`config.mk`:
```
export PLATFORM = sky130hd
export DESIGN_NAME = clk_div_solver
export DESIGN_NICKNAME = d
export VERILOG_FILES = /design/src/rtl/clk_div_solver_pkg.sv /design/src/rtl/cds_operand_prep.sv /design/src/rtl/cds_restoring_div.sv /design/src/rtl/cds_post_select.sv /design/src/rtl/clk_div_solver.sv
export SDC_FILE = /design/constraint.sdc
export NUM_CORES = 1
export LEC_CHECK = 0
export BUFFER_PORTS_ARGS = -buffer_cell sky130_fd_sc_hd__clkbuf_2
export CAP_MARGIN = 0
export CORE_MARGIN = 2
export CORE_UTILIZATION = 26
export CTS_BUF_LIST = sky130_fd_sc_hd__clkbuf_16
export DETAILED_ROUTE_END_ITERATION = 8
export GPL_ROUTABILITY_DRIVEN = 0
export GPL_TIMING_DRIVEN = 1
export SYNTH_ARGS = -nofsm -noshare
export SYNTH_HDL_FRONTEND = slang
export SYNTH_SLANG_ARGS = --single-unit
```
`constraint.sdc`:
```
create_clock -name clk_i -period 5.55 [get_ports clk_i]
set_input_delay 1.11 -clock clk_i [delete_from_list [all_inputs] [get_ports clk_i]]
set_output_delay 1.11 -clock clk_i [all_outputs]
set_load 0.005 [all_outputs]
```
`src/rtl/clk_div_solver_pkg.sv`:
```
package clk_div_solver_pkg;

  localparam int unsigned POST_IDX_W = 3;
  localparam int unsigned POST_VAL_W = 4;
  localparam int unsigned FB_W       = 8;
  localparam int unsigned Q_MIN      = 16 * 8;
  localparam int unsigned Q_MAX      = 255 * 8;
  localparam int unsigned N_THRESH   = 3;

  typedef enum logic {
    ST_IDLE,
    ST_RUN
  } solver_state_e;

  // threshold k: ratio below it bumps the post index
  function automatic int unsigned thresh(input int unsigned k);
    return (128 * 8) >> k;
  endfunction

  // irregular index -> real divide factor
  function automatic logic [POST_VAL_W-1:0] post_real(input logic [POST_IDX_W-1:0] idx);
    case (idx)
      3'd0:    post_real = 4'd1;
      3'd1:    post_real = 4'd2;
      3'd2:    post_real = 4'd4;
      3'd3:    post_real = 4'd8;
      3'd4:    post_real = 4'd3;
      default: post_real = 4'd0;
    endcase
  endfunction

endpackage

```
`src/rtl/cds_operand_prep.sv`:
```
module cds_operand_prep #(
  parameter int unsigned PW = 16,
  parameter int unsigned RW = 8,
  parameter int unsigned DW = 32
) (
  input  logic [PW-1:0] ref_period_i,
  input  logic [RW-1:0] ref_div_i,
  input  logic [PW-1:0] target_period_i,
  input  logic          mem_clk_i,
  input  logic          fb_mult4_i,
  output logic [DW-1:0] dividend_o,
  output logic [DW-1:0] divisor_o,
  output logic          div_zero_o
);
  localparam int unsigned PROD_W = PW + RW;

  logic [PROD_W-1:0] prod;
  logic [DW-1:0]     prod_ext;
  logic [DW-1:0]     tgt_ext;

  assign prod     = PROD_W'(ref_period_i) * PROD_W'(ref_div_i);
  assign prod_ext = DW'(prod);
  assign tgt_ext  = DW'(target_period_i);

  always_comb begin
    if (mem_clk_i) begin
      dividend_o = prod_ext << 3;
      divisor_o  = fb_mult4_i ? (tgt_ext << 2) : (tgt_ext << 1);
    end else begin
      dividend_o = prod_ext << 2;
      divisor_o  = tgt_ext;
    end
  end

  assign div_zero_o = (target_period_i == '0);

endmodule

```
`src/rtl/cds_restoring_div.sv`:
```
module cds_restoring_div #(
  parameter int unsigned DW = 32
) (
  input  logic          clk_i,
  input  logic          rst_ni,
  input  logic          start_i,
  input  logic [DW-1:0] dividend_i,
  input  logic [DW-1:0] divisor_i,
  output logic [DW-1:0] quotient_o,
  output logic          fin_o
);
  localparam int unsigned CW = $clog2(DW + 1);

  logic [DW-1:0] rem_q, quo_q, dvs_q;
  logic [CW-1:0] cnt_q;
  logic          run_q, fin_q;
  logic [DW:0]   shifted, diff;

  assign shifted = {rem_q, quo_q[DW-1]};
  assign diff    = shifted - {1'b0, dvs_q};

  always_ff @(posedge clk_i or negedge rst_ni) begin
    if (!rst_ni) begin
      rem_q <= '0;
      quo_q <= '0;
      dvs_q <= '0;
      cnt_q <= '0;
      run_q <= 1'b0;
      fin_q <= 1'b0;
    end else if (start_i) begin
      rem_q <= '0;
      quo_q <= dividend_i;
      dvs_q <= divisor_i;
      cnt_q <= CW'(DW);
      run_q <= 1'b1;
      fin_q <= 1'b0;
    end else if (run_q) begin
      // one quotient bit per cycle, restore on borrow
      if (!diff[DW]) begin
        rem_q <= diff[DW-1:0];
        quo_q <= {quo_q[DW-2:0], 1'b1};
      end else begin
        rem_q <= shifted[DW-1:0];
        quo_q <= {quo_q[DW-2:0], 1'b0};
      end
      cnt_q <= cnt_q - CW'(1);
      if (cnt_q == CW'(1)) begin
        run_q <= 1'b0;
        fin_q <= 1'b1;
      end
    end else begin
      fin_q <= 1'b0;
    end
  end

  assign quotient_o = quo_q;
  assign fin_o      = fin_q;

endmodule

```
`src/rtl/cds_post_select.sv`:
```
module cds_post_select
  import clk_div_solver_pkg::*;
#(
  parameter int unsigned DW = 32
) (
  input  logic [DW-1:0]         ratio_i,
  input  logic                  div_zero_i,
  output logic                  err_o,
  output logic [POST_IDX_W-1:0] idx_o,
  output logic [POST_VAL_W-1:0] real_o,
  output logic [FB_W-1:0]       fb_o
);
  logic [N_THRESH-1:0]   below;
  logic [POST_IDX_W-1:0] idx_raw;
  logic [POST_VAL_W-1:0] real_raw;
  logic [15:0]           fb_prod;

  for (genvar k = 0; k < N_THRESH; k++) begin : g_thr
    assign below[k] = (ratio_i < DW'(thresh(k)));
  end

  always_comb begin
    idx_raw = '0;
    for (int k = 0; k < N_THRESH; k++) begin
      if (below[k]) idx_raw = idx_raw + POST_IDX_W'(1);
    end
  end

  assign real_raw = post_real(idx_raw);
  assign fb_prod  = 16'(ratio_i[11:0]) * 16'(real_raw);

  assign err_o  = div_zero_i || (ratio_i < DW'(Q_MIN)) || (ratio_i > DW'(Q_MAX));
  assign idx_o  = err_o ? '0 : idx_raw;
  assign real_o = err_o ? '0 : real_raw;
  assign fb_o   = err_o ? '0 : fb_prod[10:3];

endmodule

```
`src/rtl/clk_div_solver.sv`:
```
module clk_div_solver
  import clk_div_solver_pkg::*;
#(
  parameter int unsigned PW = 16,
  parameter int unsigned RW = 8,
  parameter int unsigned DW = 32
) (
  input  logic          clk_i,
  input  logic          rst_ni,
  input  logic          start_i,
  input  logic [PW-1:0] ref_period_i,
  input  logic [RW-1:0] ref_div_i,
  input  logic [PW-1:0] target_period_i,
  input  logic          mem_clk_i,
  input  logic          fb_mult4_i,
  output logic          busy_o,
  output logic          done_o,
  output logic          err_o,
  output logic [DW-1:0] ratio_o,
  output logic [2:0]    post_idx_o,
  output logic [3:0]    post_div_o,
  output logic [7:0]    fb_div_o
);
  solver_state_e state_q;
  logic          accept;
  logic [DW-1:0] dividend, divisor, quotient, ratio_eff;
  logic          div_zero, div_zero_q, div_fin;
  logic          sel_err;
  logic [POST_IDX_W-1:0] sel_idx;
  logic [POST_VAL_W-1:0] sel_real;
  logic [FB_W-1:0]       sel_fb;

  assign accept = start_i && (state_q == ST_IDLE);

  cds_operand_prep #(.PW(PW), .RW(RW), .DW(DW)) u_prep (
    .ref_period_i    (ref_period_i),
    .ref_div_i       (ref_div_i),
    .target_period_i (target_period_i),
    .mem_clk_i       (mem_clk_i),
    .fb_mult4_i      (fb_mult4_i),
    .dividend_o      (dividend),
    .divisor_o       (divisor),
    .div_zero_o      (div_zero)
  );

  cds_restoring_div #(.DW(DW)) u_div (
    .clk_i      (clk_i),
    .rst_ni     (rst_ni),
    .start_i    (accept),
    .dividend_i (dividend),
    .divisor_i  (divisor),
    .quotient_o (quotient),
    .fin_o      (div_fin)
  );

  assign ratio_eff = div_zero_q ? '1 : quotient;

  cds_post_select #(.DW(DW)) u_sel (
    .ratio_i    (ratio_eff),
    .div_zero_i (div_zero_q),
    .err_o      (sel_err),
    .idx_o      (sel_idx),
    .real_o     (sel_real),
    .fb_o       (sel_fb)
  );

  always_ff @(posedge clk_i or negedge rst_ni) begin
    if (!rst_ni) begin
      state_q    <= ST_IDLE;
      div_zero_q <= 1'b0;
      done_o     <= 1'b0;
      err_o      <= 1'b0;
      ratio_o    <= '0;
      post_idx_o <= '0;
      post_div_o <= '0;
      fb_div_o   <= '0;
    end else begin
      done_o <= 1'b0;
      case (state_q)
        ST_IDLE: if (accept) begin
          state_q    <= ST_RUN;
          div_zero_q <= div_zero;
        end
        ST_RUN: if (div_fin) begin
          state_q    <= ST_IDLE;
          done_o     <= 1'b1;
          err_o      <= sel_err;
          ratio_o    <= ratio_eff;
          post_idx_o <= sel_idx;
          post_div_o <= sel_real;
          fb_div_o   <= sel_fb;
        end
        default: state_q <= ST_IDLE;
      endcase
    end
  end

  assign busy_o = (state_q != ST_IDLE);

endmodule

```
==> results.toml, run 1 <==
[outcome]
status = "finished, final reports clean"

[worst_setup_path]
worstSetupStartpoint = "u_div.quotient_o[19]"
startpoint_type = "flip-flop"
chain_of_cells_forming_the_critical_path = "nor4_2 -> nand4_1 -> or3_1 -> ha_1 -> nor4_2 -> o21ai_1 -> or2_2 -> fa_1 -> fa_1 -> inv_1 -> ha_1 -> nor2b_1 -> o21ai_0 -> nand2b_1 -> a21o_1 -> a21o_1 -> a31oi_2 -> xor2_1 -> a22o_1"
critical_path_class = "flip-flop to flip-flop"
critical_path.reg2reg.startpoint = "u_div.quotient_o[19]"
timing.critical_path.slowest_cell_delay_ps = 520
crit_path_end_kind = "flip-flop"
timing.critical_path.arrival_ps = 5610
cp_data_required_time_ps = 5870
cp_max_fo = 4
cpMaxStageDelayCell = "sky130_fd_sc_hd__fa_1"

[power_and_ir_drop]
netSwitchingFraction = 0.449
static-leakage-power_nw = 7.07
peakVddDrop_mv = 0.308
combinationalPowerShare = 0.602
internal_power_w = 0.00430
clock_group_share_of_total_power = 0.156
sequentialPowerShare = 0.241
pwr_density_cell_mw_per_mm2 = 527
total_switching_power_w = 0.00351

[synthesis]
synth_seq_area_share = 0.279
post_synth_num_cell_types = 64
synth-async-reset-ratio = 1.00
synth_nets = 1689
synth_enable_flop_cells = 0
number_of_instances_in_the_synthesized_netlist = 1469
post_synth_design_cell_area_mm2 = 0.0127
postSynth.topFlopCell = "sky130_fd_sc_hd__dfrtp_1"
synth.ff_latch_count = 141
number_of_warnings_reported_in_the_yosys_synthesis_log = 0
syn-mean-instance-area_um2 = 8.62

[timing]
skew_ps = 11.4
timing.final.max_slew_violations = 0
timing.final.setup_violations = 0
total_count_of_hold_check_failures_in_the_final_report = 0
min_period_over_period = 0.954
timing.fmax_mhz = 189
maxSlewHeadroom = 0.286
period_minus_slack_ps = 5300
worst_slew_pin_slew_ps = 1070
totalNegativeSetupSlack_ps = 0
fin_ws_ps = 254

[clock_tree]
h-tree-depth = 4
clkSlewWorstSetupHoldPaths_ps = 60
cts_setup_buffers = 0
clock_tree_from_tritoncts = "built"
insertion_delay_ps = 440
clock_sink_count = 141
cts_buffer_depth = 2
cts_buffers = 17
cts_root_buffer = "sky130_fd_sc_hd__clkbuf_16"
post_cts_hold_buffer_count = 0

[global_route]
antenna_found_initial = 0
first_pass_grt_wire_length_um = 54900
gr-total-overflow = 0
grt_util_all_layers = 0.133
pin_count_of_the_biggest_net_entering_global_routing = 108
via_count_of_the_first_global_routing_pass = 10800

[min_path]
holdCritPathClass = "flip-flop to flip-flop"
min_from = "ratio_o[26]"

[layout]
final_cell_mix = "sky130_fd_sc_hd__nand2_1, sky130_fd_sc_hd__inv_1, sky130_fd_sc_hd__dfrtp_1"
drive_above_1_share = 0.138
diodes = 0
syn2layout_area_growth_pct = 17.0
layout_commonest_cell = "sky130_fd_sc_hd__nand2_1"
final_net_count = 1804

[detailed_routing]
drc_errors = 0
detailedRoute.firstIterationViolations = 554
post_drt_wl_per_cell_um = 14.7
vias = 10600
wl_um = 32600
drtPass1Iterations = 5
vias_per_cell = 4.79
ant_nets = 0

[floorplan]
die-height_um = 225
io-pin-count = 95
floorplan.die_area_mm2 = 0.0505
die-width_um = 225
floorplan.initialDensity = 0.264
core.rowCount = 80
fp.coreArea_mm2 = 0.0479

[place]
place.port_buffers = 94
post_place_setup_slack_ps = -125
hpwl_um = 25200

[run]
drv.max_cap_violation_count = 0
[power by group through the flow]
stage	combinational, W	sequential, W	clock (W)
detailed placement	0.00470	0.00189	0
finish	0.00470	0.00188	0.00122
global route	0.00536	0.00194	0.00129
floorplan	0.00345	0.00175	0
global placement	0.00460	0.00187	0
CTS	0.00473	0.00187	0.00125
[synthesized netlist by cell type (18+ instances only)]
cell type                    n  area share
sky130_fd_sc_hd__a211oi_1   18       0.011
sky130_fd_sc_hd__a21oi_1    63       0.025
sky130_fd_sc_hd__a31oi_1    26       0.013
sky130_fd_sc_hd__and2_1     63       0.031
sky130_fd_sc_hd__clkbuf_1   55       0.016
sky130_fd_sc_hd__dfrtp_1   141        0.28
sky130_fd_sc_hd__fa_1      100        0.16
sky130_fd_sc_hd__ha_1       75       0.074
sky130_fd_sc_hd__inv_1     143       0.042
sky130_fd_sc_hd__mux2i_1    42       0.033
sky130_fd_sc_hd__nand2_1   231       0.068
sky130_fd_sc_hd__nor2_1     97       0.029
sky130_fd_sc_hd__nor2b_1    21       0.010
sky130_fd_sc_hd__o211ai_1   22       0.013
sky130_fd_sc_hd__o21ai_0   115       0.045
sky130_fd_sc_hd__xnor2_1    34       0.024
sky130_fd_sc_hd__xor2_1     18       0.012
[path summary, 6_finish.rpt]
check                              end  slack [ps]  cells past startpoint
max reg2reg                fb_div_o[7]         250                     19
min                        ratio_o[26]         470                      2
max in group asynchronous  u_div.run_q        3630                      2
min reg2reg                ratio_o[26]         470                      2
min in group asynchronous   ratio_o[5]         810                      1
max                        fb_div_o[7]         250                     19
[metal layers]
metal / global-route usage / vias up / wire length, µm / share of wire
li1: - / 5194 / - / -
met2: 0.218 / 201 / 14800 / 0.45
met4: 0.0393 / 0 / 512 / 0.016
met5: 0 / - / 0 / 0
met3: 0.0170 / 31 / 1130 / 0.035
met1: 0.184 / 5167 / 16100 / 0.50
[what timing repair did]
| action | in CTS | in global routing |
|---|---|---|
| endpoints found under the setup margin | 0 | 1 |
| gates resized for setup | 0 | 4 |
| hold endpoints to repair | 0 | 0 |
[kinds of logic after synthesis]
family                   after synthesis  synth area share
AO/OA/AOI/OAI                        324             0.159
XOR/XNOR                              52            0.0360
adder cells (fa/ha/maj)              175             0.232
buffers and inverters                210            0.0638
flip-flops                           141             0.279
multiplexers                          45            0.0368
AND/OR/NAND/NOR                      522             0.194
[stage by stage]
stage          power (W)  hold slack, ps  cell area, µm²  cells   util
2_1_floorplan    0.00521             443           12700   1469      -
3_3_place_gp     0.00647             458           14200   2180  0.295
3_5_place_dp     0.00659             460           14200   2180  0.295
4_1_cts          0.00785             474           14800   2212  0.308
5_1_grt          0.00859             497           14800   2212  0.309
6_report         0.00780             466           14800   2212  0.309
[critical path, delay by kind of cell, from the launching register on]
| kind | cells | cell delay, ps |
|---|---|---|
| AOI/OAI and AO/OA | 6 | 1170 |
| xor gates and xnor gates | 1 | 110 |
| adders and majority gates | 4 | 1700 |
| buffers and inverters | 1 | 50 |
| DFF | 1 | 410 |
| and+or+nand+nor | 7 | 1760 |
[sequential cells by signal, summed over array words and instances, names as in the netlist, 3 cells and up]
register,count
u_div.quotient_o,32
ratio_o,32
u_div.dvs_q,18
fb_div_o,8
u_div.rem_q,32
u_div.cnt_q,6
post_div_o,4
post_idx_o,3
[final cells by class]
| class | count | area [µm²] |
|---|---|---|
| flip-flops and latches | 141 | 3530 |
| fillers | 5013 | 33100 |
| inverters | 143 | 537 |
| multi-input cells | 1118 | 8360 |
| well taps | 615 | 769 |
| repair buffers | 163 | 995 |
| clock buffers | 17 | 425 |
| clock inverters | 15 | 194 |
Note: power is estimated with default switching activity, not from simulation.
==> run 2, diff against run 1 <==
Settings changed: CORE_MARGIN 2 to default.
==> run 2 against run 1 <==
Against the previous run: sequential share of layout area up 0.067 points; clock power decreased by 9%; worst setup slack better by 4.1 ps; maximum frequency is essentially flat; clock skew is essentially flat; global-route usage increased by 0.26 points; die area shrank 1.8%; wire length increased by 0.39%.
==> results.toml, run 2 (synthesized netlist as in run 1, its figures left out) <==
[layout]
layout_commonest_cell = "sky130_fd_sc_hd__nand2_1"
diodes = 0
syn2layout_area_growth_pct = 16.7
final_net_count = 1802
drive_above_1_share = 0.138
multi_input_comb_area_mm2 = 0.00839
fin_util = 0.309
final_cell_mix = "sky130_fd_sc_hd__nand2_1, sky130_fd_sc_hd__inv_1, sky130_fd_sc_hd__dfrtp_1"
layout.filler_cells = 5071
ff_latch_area_mm2 = 0.00353
post_layout_nonfiller_instances = 2209

[clock_tree]
cts_root_buffer = "sky130_fd_sc_hd__clkbuf_16"
cts_buffer_depth = 2
clock_tree_from_tritoncts = "built"
post_cts_hold_buffer_count = 0
clkSlewWorstSetupHoldPaths_ps = 60
cts_buffers = 17
h-tree-depth = 4
insertion_delay_ps = 440
clock_sink_count = 141

[detailed_routing]
drc_errors = 0
drtPass1Iterations = 5
wl_um = 32700
post_drt_wl_per_cell_um = 14.8
detailedRoute.firstIterationViolations = 530
vias = 10700
ant_nets = 0
vias_per_cell = 4.82

[place]
place.port_buffers = 94
hpwl_um = 24900
numPlacedInstances = 2177

[timing]
timing.fmax_mhz = 189
timing.final.max_slew_violations = 0
total_count_of_hold_check_failures_in_the_final_report = 0
worst_slew_pin_slew_ps = 1030
period_minus_slack_ps = 5290
skew_ps = 11.4
min_period_over_period = 0.954
hold_ws_ps = 469
timing.final.setup_violations = 0
maxSlewHeadroom = 0.315
totalNegativeSetupSlack_ps = 0

[run]
drv.max_cap_violation_count = 0

[worst_setup_path]
timing.critical_path.slowest_cell_delay_ps = 550
cp_max_fo = 4
critical_path_class = "flip-flop to flip-flop"
worst-path-buf-inv = 4
startpoint_type = "flip-flop"
worst_path_most_repeated_cell = "sky130_fd_sc_hd__inv_1"
cp_data_required_time_ps = 5870
timing.critical_path.arrival_ps = 5610
chain_of_cells_forming_the_critical_path = "nor4_4 -> buf_4 -> nand4_1 -> or3_4 -> ha_4 -> inv_1 -> nor2_1 -> o21ai_2 -> nor2_1 -> fa_1 -> inv_1 -> fa_1 -> inv_1 -> ha_1 -> nor2b_1 -> o21ai_0 -> nand2b_1 -> a21o_1 -> a21o_1 -> a31oi_2 -> xor2_1 -> a22o_1"
cpMaxStageDelayCell = "sky130_fd_sc_hd__fa_1"
cpLargestDelayFamily = "adder cells"
crit_path_end_kind = "flip-flop"

[global_route]
first_pass_grt_wire_length_um = 54900
groute.layer.met3.usage = 0.0231
grt_util_all_layers = 0.136
antenna_found_initial = 0
gr-total-overflow = 0
globalRouteMet1Util = 0.189
grt.met2_usage = 0.212
pin_count_of_the_biggest_net_entering_global_routing = 105
most_utilized_layer_in_the_global_route_result = "met2"
via_count_of_the_first_global_routing_pass = 10700

[min_path]
holdCritPathClass = "flip-flop to flip-flop"

[floorplan]
floorplan.die_area_mm2 = 0.0496
core.rowCount = 80
die-width_um = 223
die-height_um = 223
floorplan.initialDensity = 0.265
io-pin-count = 95
fp.coreArea_mm2 = 0.0478

[power_and_ir_drop]
static-leakage-power_nw = 7.04
power.total_w = 0.00773
peakVddDrop_mv = 0.222
pwr_density_cell_mw_per_mm2 = 524

[outcome]
status = "finished, final reports clean"
[run 2: worst register-to-register path, stage by stage (launching register included)]
cell and delay (ps):
sky130_fd_sc_hd__dfrtp_1 430, sky130_fd_sc_hd__nor4_4 310, sky130_fd_sc_hd__buf_4 150, sky130_fd_sc_hd__nand4_1 130, sky130_fd_sc_hd__or3_4 390, sky130_fd_sc_hd__ha_4 270, sky130_fd_sc_hd__inv_1 110, sky130_fd_sc_hd__nor2_1 80
sky130_fd_sc_hd__o21ai_2 270, sky130_fd_sc_hd__nor2_1 110, sky130_fd_sc_hd__fa_1 550, sky130_fd_sc_hd__inv_1 60, sky130_fd_sc_hd__fa_1 530, sky130_fd_sc_hd__inv_1 50, sky130_fd_sc_hd__ha_1 330, sky130_fd_sc_hd__nor2b_1 140
sky130_fd_sc_hd__o21ai_0 170, sky130_fd_sc_hd__nand2b_1 120, sky130_fd_sc_hd__a21o_1 190, sky130_fd_sc_hd__a21o_1 210, sky130_fd_sc_hd__a31oi_2 260, sky130_fd_sc_hd__xor2_1 120, sky130_fd_sc_hd__a22o_1 210
[run 2: power breakdown]
group | internal, W | total (W) | leakage (nW) | switching (W)
Sequential | 0.00148 | 0.00195 | 1.75 | 0.000473
Clock | 0.000650 | 0.00111 | 0.278 | 0.000459
Combinational | 0.00208 | 0.00467 | 5.01 | 0.00259
[run 2: final timing paths]
| path | start | end | slack [ps] | depth (start not counted) |
|---|---|---|---|---|
| min in group asynchronous | rst_ni | ratio_o[6] | 790 | 1 |
| setup / recovery | u_div.quotient_o[19] | fb_div_o[7] | 260 | 22 |
| setup reg to reg | u_div.quotient_o[19] | fb_div_o[7] | 260 | 22 |
| max in group asynchronous | rst_ni | u_div.quotient_o[2] | 3600 | 2 |
| hold reg to reg | ratio_o[17] | ratio_o[17] | 470 | 2 |
| hold / removal | ratio_o[17] | ratio_o[17] | 470 | 2 |
[run 2: layout make-up]
class	count	area share
clock buffer	17	0.0288
clock inverter	14	0.00890
inverter	143	0.0366
multi-input combinational	1118	0.568
sequential	141	0.239
tap	615	0.0521
timing repair buffer	161	0.0663
[run 2: metal layers]
metal,vias to the layer above,part of all wire
met5,-,0
met4,0,0.019
met3,45,0.046
met2,249,0.44
met1,5177,0.49
li1,5185,-
[run 2: what timing repair did]
item	in CTS	in global routing
pin swaps	0	1
resized for setup	2	8
endpoints found under the setup margin	1	3
setup buffers	0	1
[run 2: per-stage QoR]
| stage | worst slack (ps) | instance area [µm²] |
|---|---|---|
| after floorplan | 84.0 | 12700 |
| after global placement | -45.4 | 14100 |
| after detailed placement | -142 | 14100 |
| after CTS | 31.1 | 14700 |
| after global routing | -57.1 | 14800 |
| final | 258 | 14800 |
==> run 3, diff against run 2 <==
Settings changed: CORE_ASPECT_RATIO from default to 0.7.
==> run 3 against run 2 <==
Against the previous run: via count up 1.5%; flip-flop and latch count unchanged; sequential share of layout area down 0.10 points; core utilization up 0.068 points; global-route usage up 0.48 points; clock skew down 3.7 ps; critical path depth down 3; maximum frequency up 1.5%; clock-buffer cell count unchanged; worst setup slack better by 77 ps; critical path type unchanged; largest cell class unchanged.
==> results.toml, run 3 (synthesized netlist as in run 1, its figures left out) <==
[outcome]
status = "finished, final reports clean"

[floorplan]
core.rowCount = 67
floorplan.initialDensity = 0.264
die-height_um = 187
io-pin-count = 95
fp.coreArea_mm2 = 0.0480
floorplan.die_area_mm2 = 0.0496
die-width_um = 266

[global_route]
gr-total-overflow = 0
via_count_of_the_first_global_routing_pass = 10600
antenna_found_initial = 4
grt_util_all_layers = 0.140
first_pass_grt_wire_length_um = 56600
pin_count_of_the_biggest_net_entering_global_routing = 114

[detailed_routing]
ant_nets = 0
detailedRoute.firstIterationViolations = 808
vias = 10800
drtPass1Iterations = 7
drc_errors = 0
wl_um = 33900
post_drt_wl_per_cell_um = 15.1
vias_per_cell = 4.80

[power_and_ir_drop]
peakVddDrop_mv = 0.262
pwr_density_cell_mw_per_mm2 = 532
power.total_w = 0.00789
static-leakage-power_nw = 7.06

[clock_tree]
clock_tree_from_tritoncts = "built"
cts_setup_buffers = 0
post_cts_resized = 0
clkSlewWorstSetupHoldPaths_ps = 60
cts_buffer_depth = 2
insertion_delay_ps = 450
clock_sink_count = 141
h-tree-depth = 4
cts_root_buffer = "sky130_fd_sc_hd__clkbuf_16"
cts_buffers = 17
post_cts_hold_buffer_count = 0

[worst_setup_path]
crit_path_end_kind = "flip-flop"
worst_r2r_path_depth = 19
critical_path_class = "flip-flop to flip-flop"
chain_of_cells_forming_the_critical_path = "nor4_4 -> nand4_1 -> or3_4 -> ha_1 -> nor4_2 -> o21ai_2 -> or2_2 -> fa_1 -> fa_1 -> inv_1 -> ha_1 -> nor2b_1 -> o21ai_1 -> nand2b_1 -> a21o_1 -> a21o_1 -> a31oi_1 -> xor2_1 -> a22o_1"
cpMaxStageDelayCell = "sky130_fd_sc_hd__fa_1"
cp_max_fo = 5
timing.critical_path.arrival_ps = 5550
startpoint_type = "flip-flop"
cp_data_required_time_ps = 5890
timing.critical_path.slowest_cell_delay_ps = 510

[place]
hpwl_um = 26600
post_place_setup_slack_ps = -167
place.port_buffers = 94

[timing]
timing.final.max_slew_violations = 0
fin_ws_ps = 335
skew_ps = 7.70
worst_slew_pin_slew_ps = 1090
timing.final.setup_violations = 0
min_period_over_period = 0.940
period_minus_slack_ps = 5210
total_count_of_hold_check_failures_in_the_final_report = 0
maxSlewHeadroom = 0.273
timing.fmax_mhz = 192

[layout]
final_net_count = 1804
syn2layout_area_growth_pct = 17.2
layout_commonest_cell = "sky130_fd_sc_hd__nand2_1"
final_cell_mix = "sky130_fd_sc_hd__nand2_1, sky130_fd_sc_hd__inv_1, sky130_fd_sc_hd__dfrtp_1"
drive_above_1_share = 0.140

[min_path]
hold_path_depth = 2
holdCritPathClass = "flip-flop to flip-flop"

[run]
drv.max_cap_violation_count = 0
## run 3: cell types whose count changed in the layout (fill, tap and decap cells not counted), moves of 2 or more
cell / change
sky130_fd_sc_hd__clkinv_2: -2
sky130_fd_sc_hd__clkinv_1: -2
sky130_fd_sc_hd__clkinv_4: -2
sky130_fd_sc_hd__inv_8: +2
sky130_fd_sc_hd__buf_4: +2
sky130_fd_sc_hd__ha_1: +2
sky130_fd_sc_hd__inv_6: +7
## run 3: path summary, 6_finish.rpt
path | start | endpoint | slack (ps)
worst min-delay path | ratio_o[28] | ratio_o[28] | 470
min in group asynchronous | rst_ni | done_o | 810
worst max-delay path | u_div.quotient_o[19] | fb_div_o[7] | 340
worst min register to register | ratio_o[28] | ratio_o[28] | 470
worst max register to register | u_div.quotient_o[19] | fb_div_o[7] | 340
max in group asynchronous | rst_ni | u_div.dvs_q[13] | 3670
## run 3: worst max-delay path: cells and delay by family, from the launching register on
| family | cells | cell delay, ps |
|---|---|---|
| and+or+nand+nor | 7 | 1780 |
| adders and majority gates | 4 | 1660 |
| AOI/OAI and AO/OA | 6 | 1080 |
| DFF | 1 | 420 |
| xor gates and xnor gates | 1 | 100 |
| buffers and inverters | 1 | 40 |
## run 3: where the power goes
part	internal [W]	switching (W)
sequential	0.00148	0.000403
combinational	0.00214	0.00274
clock	0.000631	0.000503
total	0.00424	0.00365
## run 3: metrics by stage
step,area (µm²),setup TNS (ps),utilization,cells,hold slack [ps]
after floorplan,12700,0,-,1469,443
after global placement,14200,-45.8,0.296,2220,453
after detailed placement,14200,-500,0.296,2220,465
after CTS,14800,0,0.308,2252,479
after global routing,14800,-3.61,0.309,2252,506
final,14800,0,0.309,2253,473
## run 3: layout make-up
cell class              count  area, µm²
fillers                  5115      33100
multi-input cells        1118       8380
flip-flops and latches    141       3530
repair buffers            163        995
well taps                 655        820
inverters                 143        537
clock buffers              17        425
clock inverters            15        150
diodes                      1       2.50
## run 3: layer usage
layer  wire, µm  vias up  share of wire  GRT usage
li1           -     5199              -          -
met1      18100     5289           0.53      0.221
met2      13300      293           0.39      0.189
met3       2140       35          0.063     0.0322
met4        384        4          0.011     0.0334
met5         27        -        0.00080          0
